**config.mk**
```make
export PLATFORM = sky130hd
export DESIGN_NAME = eee_tx_lpi_ctrl
export DESIGN_NICKNAME = d
export VERILOG_FILES = /design/src/rtl/eee_lpi_pkg.sv /design/src/rtl/eee_lpi_timers.sv /design/src/rtl/eee_lpi_fsm.sv /design/src/rtl/eee_lpi_regs.sv /design/src/rtl/eee_tx_lpi_ctrl.sv
export SDC_FILE = /design/constraint.sdc
export NUM_CORES = 1
export LEC_CHECK = 0
export BUFFER_PORTS_ARGS = -buffer_cell sky130_fd_sc_hd__buf_2
export CAP_MARGIN = 25
export CORE_UTILIZATION = 40
export CTS_BUF_LIST = sky130_fd_sc_hd__clkbuf_8
export DETAILED_ROUTE_END_ITERATION = 8
export PLACE_DENSITY = 0.63
export SETUP_SLACK_MARGIN = 0.3
export SLEW_MARGIN = 0
export SYNTH_ARGS = -nofsm -noshare
export SYNTH_HDL_FRONTEND = slang
export SYNTH_SLANG_ARGS = --single-unit
export TNS_END_PERCENT = 30
```
**constraint.sdc**
```tcl
create_clock -name clk -period 2.3 [get_ports clk]
set_clock_uncertainty 0.05 [all_clocks]
set_input_delay 0.23 -clock clk [delete_from_list [all_inputs] [get_ports clk]]
set_output_delay 0.23 -clock clk [all_outputs]
set_load 0.02 [all_outputs]
```
**src/rtl/eee_lpi_pkg.sv**
```systemverilog
// Package: shared state type and register map for the transmit LPI controller.
// Assumes a 2-bit register address and the control field layout below.
package eee_lpi_pkg;
    typedef enum logic [1:0] {
        ST_ACTIVE = 2'd0,
        ST_LPI    = 2'd1,
        ST_WAKE   = 2'd2
    } lpi_state_e;

    localparam logic [1:0] ADDR_CTRL = 2'd0;
    localparam logic [1:0] ADDR_LS   = 2'd1;
    localparam logic [1:0] ADDR_IDLE = 2'd2;
    localparam logic [1:0] ADDR_WAKE = 2'd3;

    localparam int B_ENABLE = 0;
    localparam int B_AUTO   = 1;
    localparam int B_TIMER  = 2;
    localparam int B_CSTOP  = 3;
    localparam int B_LINK   = 4;
    localparam int B_W1C    = 5;
    localparam int B_STATE  = 8;
    localparam int B_ENTF   = 9;
    localparam int B_EXITF  = 10;

    typedef struct packed {
        logic w1c;
        logic link_up;
        logic clk_stop;
        logic idle_mode;
        logic auto_mode;
        logic enable;
    } lpi_ctrl_t;
endpackage

```
**src/rtl/eee_lpi_timers.sv**
```systemverilog
// Module: microsecond prescaler, link-stable timer and idle-entry timer.
// Assumes TICK_DIV clock cycles per microsecond tick; both timers saturate.
module eee_lpi_timers #(
    parameter int TICK_DIV = 125,
    parameter int LS_W     = 10,
    parameter int IDLE_W   = 20
) (
    input  logic              clk,
    input  logic              rst_n,
    input  logic              link_up,
    input  logic [LS_W-1:0]   ls_time,
    input  logic              idle_count_en,
    input  logic [IDLE_W-1:0] idle_time,
    output logic              link_ok,
    output logic              idle_ok
);
    localparam int PRE_W = (TICK_DIV > 1) ? $clog2(TICK_DIV) : 1;

    logic              tick;
    logic [LS_W-1:0]   ls_cnt;
    logic [IDLE_W-1:0] idle_cnt;

    generate
        if (TICK_DIV > 1) begin : g_pre
            logic [PRE_W-1:0] pre_cnt;
            // Free-running prescaler producing one tick every TICK_DIV cycles.
            always_ff @(posedge clk) begin
                if (!rst_n)
                    pre_cnt <= '0;
                else if (pre_cnt == PRE_W'(TICK_DIV - 1))
                    pre_cnt <= '0;
                else
                    pre_cnt <= pre_cnt + 1'b1;
            end
            assign tick = (pre_cnt == PRE_W'(TICK_DIV - 1));
        end else begin : g_nopre
            assign tick = 1'b1;
        end
    endgenerate

    // Link-stable timer: restarts whenever the link bit is low.
    always_ff @(posedge clk) begin
        if (!rst_n)
            ls_cnt <= '0;
        else if (!link_up)
            ls_cnt <= '0;
        else if (tick && (ls_cnt != '1))
            ls_cnt <= ls_cnt + 1'b1;
    end

    // Idle timer: counts ticks only while the path is idle and the block is active.
    always_ff @(posedge clk) begin
        if (!rst_n)
            idle_cnt <= '0;
        else if (!idle_count_en)
            idle_cnt <= '0;
        else if (tick && (idle_cnt != '1))
            idle_cnt <= idle_cnt + 1'b1;
    end

    assign link_ok = link_up && (ls_cnt >= ls_time);
    assign idle_ok = idle_count_en && (idle_cnt >= idle_time);

    p_ls_restart_r11: assert property (@(posedge clk) disable iff (!rst_n)
        !link_up |=> (ls_cnt == '0));
endmodule

```
**src/rtl/eee_lpi_fsm.sv**
```systemverilog
// Module: three-state LPI sequencer (active, LPI, wake) with the wake timer.
// Assumes link_ok and idle_ok are registered-state derived and glitch free.
module eee_lpi_fsm
    import eee_lpi_pkg::*;
#(
    parameter int WAKE_W = 16
) (
    input  logic              clk,
    input  logic              rst_n,
    input  logic              enable,
    input  logic              auto_mode,
    input  logic              idle_mode,
    input  logic              link_ok,
    input  logic              idle_ok,
    input  logic              tx_busy,
    input  logic              tx_pending,
    input  logic              tx_flush,
    input  logic [WAKE_W-1:0] wake_time,
    output logic              in_lpi,
    output logic              in_active,
    output logic              entry_evt,
    output logic              exit_evt,
    output logic              hw_clr_en
);
    lpi_state_e        state, state_n;
    logic [WAKE_W-1:0] wake_cnt;
    logic              wake_load, wake_inc;
    logic              path_idle, may_enter, wake_req;

    assign path_idle = !tx_busy && !tx_pending;
    assign wake_req  = tx_busy || tx_pending || tx_flush;

    // Entry policy: direct, drain-then-enter, or idle-period re-entry.
    always_comb begin
        if (!auto_mode)
            may_enter = 1'b1;
        else if (idle_mode)
            may_enter = path_idle && idle_ok;
        else
            may_enter = path_idle;
    end

    // Next-state and event decode.
    always_comb begin
        state_n   = state;
        entry_evt = 1'b0;
        exit_evt  = 1'b0;
        hw_clr_en = 1'b0;
        wake_load = 1'b0;
        wake_inc  = 1'b0;
        case (state)
            ST_ACTIVE: begin
                if (link_ok && enable && may_enter) begin
                    state_n   = ST_LPI;
                    entry_evt = 1'b1;
                end
            end
            ST_LPI: begin
                if (!link_ok) begin
                    state_n = ST_ACTIVE;
                end else if (!enable) begin
                    state_n   = ST_WAKE;
                    wake_load = 1'b1;
                end else if (auto_mode && wake_req) begin
                    state_n   = ST_WAKE;
                    wake_load = 1'b1;
                    hw_clr_en = !idle_mode;
                end
            end
            ST_WAKE: begin
                if (!link_ok) begin
                    state_n = ST_ACTIVE;
                end else if (wake_cnt == wake_time) begin
                    state_n  = ST_ACTIVE;
                    exit_evt = 1'b1;
                end else begin
                    wake_inc = 1'b1;
                end
            end
            default: state_n = ST_ACTIVE;
        endcase
    end

    // State register.
    always_ff @(posedge clk) begin
        if (!rst_n)
            state <= ST_ACTIVE;
        else
            state <= state_n;
    end

    // Wake timer in clock cycles.
    always_ff @(posedge clk) begin
        if (!rst_n)
            wake_cnt <= '0;
        else if (wake_load)
            wake_cnt <= '0;
        else if (wake_inc)
            wake_cnt <= wake_cnt + 1'b1;
    end

    assign in_lpi    = (state == ST_LPI);
    assign in_active = (state == ST_ACTIVE);

    p_entry_link_r3: assert property (@(posedge clk) disable iff (!rst_n)
        $rose(in_lpi) |-> $past(link_ok));
    p_idle_entry_r7: assert property (@(posedge clk) disable iff (!rst_n)
        ($rose(in_lpi) && $past(auto_mode && idle_mode)) |-> $past(idle_ok));
    p_drain_entry_r5: assert property (@(posedge clk) disable iff (!rst_n)
        ($rose(in_lpi) && $past(auto_mode)) |-> $past(path_idle));
    p_wake_from_lpi_r4: assert property (@(posedge clk) disable iff (!rst_n)
        (state == ST_WAKE) |-> ($past(state) != ST_ACTIVE));
endmodule

```
**src/rtl/eee_lpi_regs.sv**
```systemverilog
// Module: control/status register file with sticky flags and one-cycle reads.
// Assumes software writes take priority over the automatic enable clear.
module eee_lpi_regs
    import eee_lpi_pkg::*;
#(
    parameter int DATA_W = 32,
    parameter int LS_W   = 10,
    parameter int IDLE_W = 20,
    parameter int WAKE_W = 16
) (
    input  logic              clk,
    input  logic              rst_n,
    input  logic              reg_wr_en,
    input  logic              reg_rd_en,
    input  logic [1:0]        reg_addr,
    input  logic [DATA_W-1:0] reg_wdata,
    output logic [DATA_W-1:0] reg_rdata,
    input  logic              in_lpi,
    input  logic              entry_evt,
    input  logic              exit_evt,
    input  logic              hw_clr_en,
    output lpi_ctrl_t         ctrl,
    output logic [LS_W-1:0]   ls_time,
    output logic [IDLE_W-1:0] idle_time,
    output logic [WAKE_W-1:0] wake_time
);
    logic              ctrl_wr, ctrl_rd;
    logic              entry_flag, exit_flag;
    logic              clr_entry, clr_exit;
    logic [DATA_W-1:0] rd_mux;
    logic              unused_wbits;

    assign ctrl_wr   = reg_wr_en && (reg_addr == ADDR_CTRL);
    assign ctrl_rd   = reg_rd_en && (reg_addr == ADDR_CTRL);
    assign clr_entry = ctrl.w1c ? (ctrl_wr && reg_wdata[B_ENTF])  : ctrl_rd;
    assign clr_exit  = ctrl.w1c ? (ctrl_wr && reg_wdata[B_EXITF]) : ctrl_rd;
    assign unused_wbits = ^reg_wdata[DATA_W-1:IDLE_W];

    // Control bits, with the hardware clear of the enable.
    always_ff @(posedge clk) begin
        if (!rst_n) begin
            ctrl <= '0;
        end else if (ctrl_wr) begin
            ctrl.enable    <= reg_wdata[B_ENABLE];
            ctrl.auto_mode <= reg_wdata[B_AUTO];
            ctrl.idle_mode <= reg_wdata[B_TIMER];
            ctrl.clk_stop  <= reg_wdata[B_CSTOP];
            ctrl.link_up   <= reg_wdata[B_LINK];
            ctrl.w1c       <= reg_wdata[B_W1C];
        end else if (hw_clr_en) begin
            ctrl.enable <= 1'b0;
        end
    end

    // Timer limit registers.
    always_ff @(posedge clk) begin
        if (!rst_n) begin
            ls_time   <= '0;
            idle_time <= '0;
            wake_time <= '0;
        end else if (reg_wr_en) begin
            if (reg_addr == ADDR_LS)   ls_time   <= reg_wdata[LS_W-1:0];
            if (reg_addr == ADDR_IDLE) idle_time <= reg_wdata[IDLE_W-1:0];
            if (reg_addr == ADDR_WAKE) wake_time <= reg_wdata[WAKE_W-1:0];
        end
    end

    // Sticky flags: a set event wins over a clear in the same cycle.
    always_ff @(posedge clk) begin
        if (!rst_n) begin
            entry_flag <= 1'b0;
            exit_flag  <= 1'b0;
        end else begin
            entry_flag <= entry_evt || (entry_flag && !clr_entry);
            exit_flag  <= exit_evt  || (exit_flag  && !clr_exit);
        end
    end

    // Read multiplexer.
    always_comb begin
        rd_mux = '0;
        case (reg_addr)
            ADDR_CTRL: begin
                rd_mux[B_ENABLE] = ctrl.enable;
                rd_mux[B_AUTO]   = ctrl.auto_mode;
                rd_mux[B_TIMER]  = ctrl.idle_mode;
                rd_mux[B_CSTOP]  = ctrl.clk_stop;
                rd_mux[B_LINK]   = ctrl.link_up;
                rd_mux[B_W1C]    = ctrl.w1c;
                rd_mux[B_STATE]  = in_lpi;
                rd_mux[B_ENTF]   = entry_flag;
                rd_mux[B_EXITF]  = exit_flag;
            end
            ADDR_LS:   rd_mux[LS_W-1:0]   = ls_time;
            ADDR_IDLE: rd_mux[IDLE_W-1:0] = idle_time;
            default:   rd_mux[WAKE_W-1:0] = wake_time;
        endcase
    end

    // Read data register, one cycle latency, held between reads.
    always_ff @(posedge clk) begin
        if (!rst_n)
            reg_rdata <= '0;
        else if (reg_rd_en)
            reg_rdata <= rd_mux;
    end

    p_auto_clear_r6: assert property (@(posedge clk) disable iff (!rst_n)
        (hw_clr_en && !ctrl_wr) |=> !ctrl.enable);
    p_w1c_read_keeps_r9: assert property (@(posedge clk) disable iff (!rst_n)
        (entry_flag && ctrl.w1c && !ctrl_wr) |=> entry_flag);
    p_read_clears_r8: assert property (@(posedge clk) disable iff (!rst_n)
        (ctrl_rd && !ctrl.w1c && !exit_evt) |=> !exit_flag);
    p_exit_needs_event_r4: assert property (@(posedge clk) disable iff (!rst_n)
        $rose(exit_flag) |-> $past(exit_evt));
endmodule

```
**src/rtl/eee_tx_lpi_ctrl.sv**
```systemverilog
// Module: top of the transmit LPI controller; wires registers, timers and
// sequencer and registers the clock-gating request.
// Assumes all inputs are synchronous to clk.
module eee_tx_lpi_ctrl
    import eee_lpi_pkg::*;
#(
    parameter int TICK_DIV = 125,
    parameter int DATA_W   = 32,
    parameter int LS_W     = 10,
    parameter int IDLE_W   = 20,
    parameter int WAKE_W   = 16
) (
    input  logic              clk,
    input  logic              rst_n,
    input  logic              reg_wr_en,
    input  logic              reg_rd_en,
    input  logic [1:0]        reg_addr,
    input  logic [DATA_W-1:0] reg_wdata,
    output logic [DATA_W-1:0] reg_rdata,
    input  logic              tx_busy,
    input  logic              tx_pending,
    input  logic              tx_flush,
    input  logic              rgmii_sel,
    output logic              lpi_assert,
    output logic              clk_gate_req
);
    lpi_ctrl_t         ctrl;
    logic [LS_W-1:0]   ls_time;
    logic [IDLE_W-1:0] idle_time;
    logic [WAKE_W-1:0] wake_time;
    logic in_lpi, in_active, entry_evt, exit_evt, hw_clr_en;
    logic link_ok, idle_ok, idle_count_en, gate_q;

    assign idle_count_en = in_active && !tx_busy && !tx_pending;

    eee_lpi_regs #(.DATA_W(DATA_W), .LS_W(LS_W), .IDLE_W(IDLE_W), .WAKE_W(WAKE_W)) regs_i (
        .clk(clk), .rst_n(rst_n),
        .reg_wr_en(reg_wr_en), .reg_rd_en(reg_rd_en), .reg_addr(reg_addr),
        .reg_wdata(reg_wdata), .reg_rdata(reg_rdata),
        .in_lpi(in_lpi), .entry_evt(entry_evt), .exit_evt(exit_evt),
        .hw_clr_en(hw_clr_en), .ctrl(ctrl),
        .ls_time(ls_time), .idle_time(idle_time), .wake_time(wake_time)
    );

    eee_lpi_timers #(.TICK_DIV(TICK_DIV), .LS_W(LS_W), .IDLE_W(IDLE_W)) timers_i (
        .clk(clk), .rst_n(rst_n),
        .link_up(ctrl.link_up), .ls_time(ls_time),
        .idle_count_en(idle_count_en), .idle_time(idle_time),
        .link_ok(link_ok), .idle_ok(idle_ok)
    );

    eee_lpi_fsm #(.WAKE_W(WAKE_W)) fsm_i (
        .clk(clk), .rst_n(rst_n),
        .enable(ctrl.enable), .auto_mode(ctrl.auto_mode), .idle_mode(ctrl.idle_mode),
        .link_ok(link_ok), .idle_ok(idle_ok),
        .tx_busy(tx_busy), .tx_pending(tx_pending), .tx_flush(tx_flush),
        .wake_time(wake_time),
        .in_lpi(in_lpi), .in_active(in_active),
        .entry_evt(entry_evt), .exit_evt(exit_evt), .hw_clr_en(hw_clr_en)
    );

    // Clock-gating request registered one cycle after LPI is seen.
    always_ff @(posedge clk) begin
        if (!rst_n)
            gate_q <= 1'b0;
        else
            gate_q <= in_lpi && ctrl.clk_stop && !rgmii_sel;
    end

    assign lpi_assert   = in_lpi;
    assign clk_gate_req = gate_q && in_lpi;

    p_gate_needs_cstop_r10: assert property (@(posedge clk) disable iff (!rst_n)
        clk_gate_req |-> $past(ctrl.clk_stop && !rgmii_sel));
    p_link_drop_r11: assert property (@(posedge clk) disable iff (!rst_n)
        !ctrl.link_up |=> !lpi_assert);
    p_entry_flag_r2: assert property (@(posedge clk) disable iff (!rst_n)
        $rose(lpi_assert) |-> $past(entry_evt));
endmodule

```
### After elaboration in Yosys (flattened, before gate mapping)

Index checks and enable logic that the tools add are counted.

| word-level totals | value |
|---|---|
| register bits | 130 |
| input port bits | 42 |
| logic and storage cells | 114 |

| cells by class | value |
|---|---|
| add/subtract/negate cells | 4 |
| order comparisons | 2 |
| equality and inequality tests | 12 |
| muxes and demuxes | 35 |
| bitwise operators | 1 |
| reduce and logical (&&, ||, !) cells | 42 |

Operators with widths:

| kind | number |
|---|---|
| $mux 1 | 22 |
| $add 20x1->20 const B | 1 |
| $ge 20x20->1 | 1 |
| $logic_and 1x1->1 | 20 |
| $ne 20x20->1 const B | 1 |
| $pmux 2 s3 | 3 |
| $pmux 6 s3 | 1 |
| $add 16x1->16 const B | 1 |
| $eq 16x16->1 | 1 |
| $mux 2 | 6 |
| $add 10x1->10 const B | 1 |
| $ge 10x10->1 | 1 |
| $ne 10x10->1 const B | 1 |
| $pmux 5 s2 | 1 |
| $reduce_and 2->1 | 5 |
| $add 7x1->7 const B | 1 |
| $eq 7x7->1 const B | 1 |
| $eq 2x2->1 const B | 3 |
| $logic_not 1->1 | 6 |
| $reduce_or 2->1 | 3 |
| $eq 2x1->1 const B | 2 |
| $logic_not 2->1 | 2 |
| $logic_or 1x1->1 | 4 |
| $mux 4 | 1 |
| 7 further kinds | 7 |

### Logic depth before layout (Yosys ltp)

| logic depth | value |
|---|---|
| depth in word-level cells | 11 |
| mapped depth | 10 |
| gate-level depth less buffers | 8 |

### Hierarchy

Synthesis repeated with hierarchy kept, for this count alone.

| second synthesis, totals | value |
|---|---|
| cell total of the unflattened synthesis | 818 |
| area total of the unflattened synthesis | 6970.4 um^2 |

By module, submodules not included:

| module | instances | cells an instance | area each (um^2) | seq. area each (um^2) |
|---|---|---|---|---|
| eee_lpi_regs | 1 | 340 | 3075.4 | 1481.4 |
| eee_lpi_timers | 1 | 334 | 2647.5 | 740.7 |
| eee_lpi_fsm | 1 | 140 | 1203.7 | 360.3 |
| eee_tx_lpi_ctrl | 1 | 4 | 43.8 | 20.0 |

### Worst setup path before layout

OpenSTA, ideal clock, no wires.

| timing path | value |
|---|---|
| kind | register to register |
| start point | register timers_i.ls_cnt[0] |
| end point | register fsm_i.wake_cnt[14] |
| setup time | 115 ps |
| data arrival time | 1891 ps |
| data required time | 2135 ps |
| slack | 244 ps |
| cell stages (with the launch flop) | 11 |
| buffers on the path | 2 |
| clock period less this slack | 2056 ps |
| path through | dfxtp_1 inv_1 ha_1 nand2b_1 a211oi_1 nor3b_4 o211ai_2 buf_6 buf_6 nor3_1 o21ba_2 |

| between the ends | value |
|---|---|
| cells in the longest elaborated chain, start to end | 5 |
| elaborated cells between the ends (all ways) | 7 |
| classes of those cells | order compare (1); mux (4); reduce/logical (2) |

Ends and longest elaborated chain:

| element | RTL line | source |
|---|---|---|
| from (decl) | eee_lpi_timers.sv:20 | `logic [LS_W-1:0] ls_cnt;` |
| from (signal assigned) | eee_lpi_timers.sv:48 | `ls_cnt <= ls_cnt + 1'b1;` |
| $ge 10x10->1 * | eee_lpi_timers.sv:61 | `assign link_ok = link_up && (ls_cnt >= ls_time);` |
| $logic_and 1x1->1 * | eee_lpi_timers.sv:61 |  |
| $mux 1 | eee_lpi_fsm.sv:59 | `if (!link_ok) begin` |
| $mux 1 | eee_lpi_fsm.sv:51 | `case (state)` |
| $reduce_or 2->1 (no source line) | - |  |
| to (signal assigned) | eee_lpi_fsm.sv:99 | `wake_cnt <= wake_cnt + 1'b1;` |
| to (decl) | eee_lpi_fsm.sv:26 | `logic [WAKE_W-1:0] wake_cnt;` |

Mark *: on every way between the ends. The rest lies on a longest branch, timed or not.
A chain may end at the register's enable or synchronous reset.

### Final worst setup path

| timing path | value |
|---|---|
| start point | register regs_i.ls_time[7] |
| end point | register fsm_i.wake_cnt[12] |

| between the ends | value |
|---|---|
| cells in the longest elaborated chain, start to end | 5 |
| elaborated cells between the ends (all ways) | 7 |
| classes of those cells | order compare (1); mux (4); reduce/logical (2) |

Ends and longest elaborated chain:

| element | RTL line | source |
|---|---|---|
| from (decl) | eee_lpi_regs.sv:23 | `output logic [LS_W-1:0] ls_time,` |
| from (signal assigned) | eee_lpi_regs.sv:62 | `if (reg_addr == ADDR_LS) ls_time <= reg_wdata[LS_W-1:0];` |
| $ge 10x10->1 * | eee_lpi_timers.sv:61 |  |
| $logic_and 1x1->1 * | eee_lpi_timers.sv:61 |  |
| $mux 1 | eee_lpi_fsm.sv:59 |  |
| $mux 1 | eee_lpi_fsm.sv:51 |  |
| $reduce_or 2->1 (no source line) | - |  |

Marks and branches as above.

==> metrics.cfg <==
[global_routing]
grtUsageTotal_pct=21.35
antenna_found_initial=0
grt_pass1_wl_mm=27.41
grtUsageMet2_pct=34.76
busiest_layer=met2
grt_max_degree=40
overflow=0
met1_usage_pct=27.89
grt_use_met3_pct=4.018
grt_pass1_vias=5319

[synth]
ys.flop_type=dfxtp_1
ys_ff_latch=130
synthTopCellsByArea=dfxtp_1 40%, nand2_1 7.8%, ha_1 6.7%
async_reset_ff_share_pct=0
synth_cell_types=60
yosysWarnings=0
synth-seq-area-share_pct=39.85
synth_top_area_share_pct=39.85
synth_edf_count=0
syn-mean-instance-area_um2=8.247
synthCells=792
syn_area_um2=6531
synth.largest_area_cell=dfxtp_1

[timing]
worst_slew_pin_slew_ps=748.5
report.final.slew_viol_count=0
finalSetupViolCount=0
fin_crit_sh_pct=93.70
finalHoldViolations=0
finalSetupTns_ps=0
maxClockFrequency_mhz=464.0
finalCriticalPeriod_ps=2155
slew_headroom_pct=50.02
rsz0062_at_grt=true

[clock_tree]
clk_pin_slew_ps=70
tritoncts=yes
insertion_delay_ps=460
cts_root_buf=clkbuf_8
h-tree-depth=4
numCtsBuffers=17
clock_path_buffers=2
clock-sinks=130

[detailed_routing]
via_count=5766
drt-initial-drc-count=358
wl_mm=17.20
avgRoutedWirePerCell_um=15.37
avgViaCountPerCell=5.153
ant_nets=0
firstDrtPassIters=5
drc=0

[die]
dieHeight_um=129.8
die-area_um2=16840
rows=46
die_w_um=129.8
coreArea_um2=15890
pin_count=76
start_util_pct=41.12

[pwr]
peakVddDrop_mv=0.3614
p_clk_share_pct=41.4
p_int_w=0.003541
seqPwrFrac_pct=49.1
power.density_nw_per_um2=578.9
p_sw_share_pct=25.27
power_frac_comb_pct=9.5
p_total_w=0.004739
p_leak_nw=3.214
p_switching_w=0.001198

[job]
maxCapViolCount=0

[cells_and_area]
antennaDiodeCount=0
nets=968
layout-drive-gt1-share_pct=22.26
n_fill_cell=1529
syn_to_final_growth_pct=25.33

[worst_setup_path]
cp.required_ps=2640
slowest_delay_ps=470
crit_fanout=6
path_cells=inv_2 -> ha_4 -> a21oi_1 -> o21ai_0 -> a31o_4 -> o211ai_4 -> buf_12 -> or4_4 -> a21oi_2
cp-start-kind=flip-flop
end_kind=flip-flop
arrival_ps=2490
crit_type=reg2reg
cp_slowest_cell=or4_4

[outcome]
outcome=completed

[placed_design]
gp_congestion=0.8393
portBuffers=51
hpwl_mm=11.89

[worst_hold_path]
hp-class=in2reg

## worst paths after layout
| path | startpoint | end | slack [ps] | cells after the start |
|---|---|---|---|---|
| max | regs_i.ls_time[7] | fsm_i.wake_cnt[12] | 140 | 9 |
| min | rst_n | fsm_i.state[1] | 100 | 2 |
| max reg2reg | regs_i.ls_time[7] | fsm_i.wake_cnt[12] | 140 | 9 |
| min reg2reg | regs_i.idle_time[7] | regs_i.idle_time[7] | 410 | 2 |
## placed cells by master, fill, tap and decap left out, drive strengths merged, types with 6 or more instances in the layout
master / count
nand2: 135
dfxtp: 130
buf: 93
a21oi: 85
nor2: 73
inv: 45
nand3: 41
ha: 35
xor2: 34
clkbuf: 21
dlygate4sd3: 21
o21ai: 20
mux2i: 15
xnor2: 14
nand4: 12
conb: 12
or3: 12
nor4: 9
and3: 8
mux4: 8
and2: 7
o31ai: 7
clkinv: 7
nor3: 6
a211oi: 6
## critical path: cells and delay by family (launching register included)
kind	cells	cell delay [ps]
compound gates	5	780
fa+ha+maj	1	250
buf+inv	2	190
flops	1	340
simple gates	1	470
## metal layers
layer / vias up / routed length, um
met3: 18 / 737
met4: 0 / 347
met1: 2706 / 7888
li1: 2900 / -
met5: - / 0
met2: 142 / 8225
## registers in the layout, summed over array words and instances (netlist names)
signal and count:
regs_i.idle_time 20, regs_i.reg_rdata 20, timers_i.idle_cnt 20, fsm_i.wake_cnt 16, regs_i.wake_time 16, regs_i.ls_time 10
timers_i.ls_cnt 10, timers_i.g_pre.pre_cnt 7, regs_i.ctrl 6, fsm_i.state 2, gate_q 1, regs_i.entry_flag 1
regs_i.exit_flag 1
## Yosys cell counts, types with 3 or more instances
master,number
clkbuf_1,23
buf_1,3
nor2b_1,4
or3_1,12
or4_1,4
and4_1,3
xor2_1,34
nand4_1,12
ha_1,35
a22oi_1,3
nor2_1,72
mux2i_1,15
buf_2,5
a211oi_1,5
buf_4,12
o21ai_0,20
nand3_1,41
xnor2_1,14
a21oi_1,85
dfxtp_1,130
inv_1,43
and2_1,7
and3_1,8
o31ai_1,6
nor3_1,5
mux4_2,8
nor4_1,8
nand2_1,135
## power groups by stage
stage	logic, W	clock network [W]	registers, W
final	0.000450	0.00196	0.00233
after floorplan	0.000247	0	0.00237
after global placement	0.000372	0	0.00238
after detailed placement	0.000373	0	0.00238
after global routing	0.000495	0.00210	0.00233
after CTS	0.000431	0.00199	0.00233
## stage by stage
| stage | instances | hold slack, ps | cell area, um^2 | setup slack [ps] | utilization, % |
|---|---|---|---|---|---|
| after floorplan | 803 | 252.3 | 6579 | 287.7 | - |
| after global placement | 1049 | 392.6 | 7087 | 87.18 | 44.61 |
| after detailed placement | 1049 | 389.0 | 7087 | 60.03 | 44.61 |
| after CTS | 1118 | 68.32 | 8021 | 216.0 | 50.50 |
| after global routing | 1119 | 94.56 | 8185 | 60.95 | 51.53 |
| final | 1119 | 100.0 | 8185 | 144.9 | 51.53 |
## cells by family after synthesis
logic type / after synthesis / synth area share (%)
AO/OA/AOI/OAI: 143 / 12.87
XOR/XNOR: 48 / 6.437
adder cells (fa/ha/maj): 35 / 6.705
buffers and inverters: 90 / 6.187
flip-flops: 130 / 39.85
multiplexers: 23 / 5.057
other: 1 / 0.05742
AND/OR/NAND/NOR: 322 / 22.84
## layout make-up
| class | instances | area, um^2 | share of cell area [%] |
|---|---|---|---|
| clock buffer | 21 | 289.0 | 3.531 |
| clock inverter | 10 | 108.9 | 1.330 |
| inverter | 45 | 168.9 | 2.064 |
| multi-input combinational | 583 | 3872 | 47.31 |
| sequential | 130 | 2626 | 32.09 |
| tap | 216 | 270.3 | 3.302 |
| timing repair buffer | 114 | 849.6 | 10.38 |
## timing repair
| action | CTS | global route |
|---|---|---|
| gates cloned | 1 | 0 |
| endpoints found under the hold margin | 51 | 0 |
| buffers inserted | 16 | 1 |
| setup endpoints to repair | 30 | 43 |
| pin swaps | 37 | 6 |
| hold buffers | 21 | 0 |
| resized for setup | 43 | 34 |
Power figures use the tool's default switching activity.
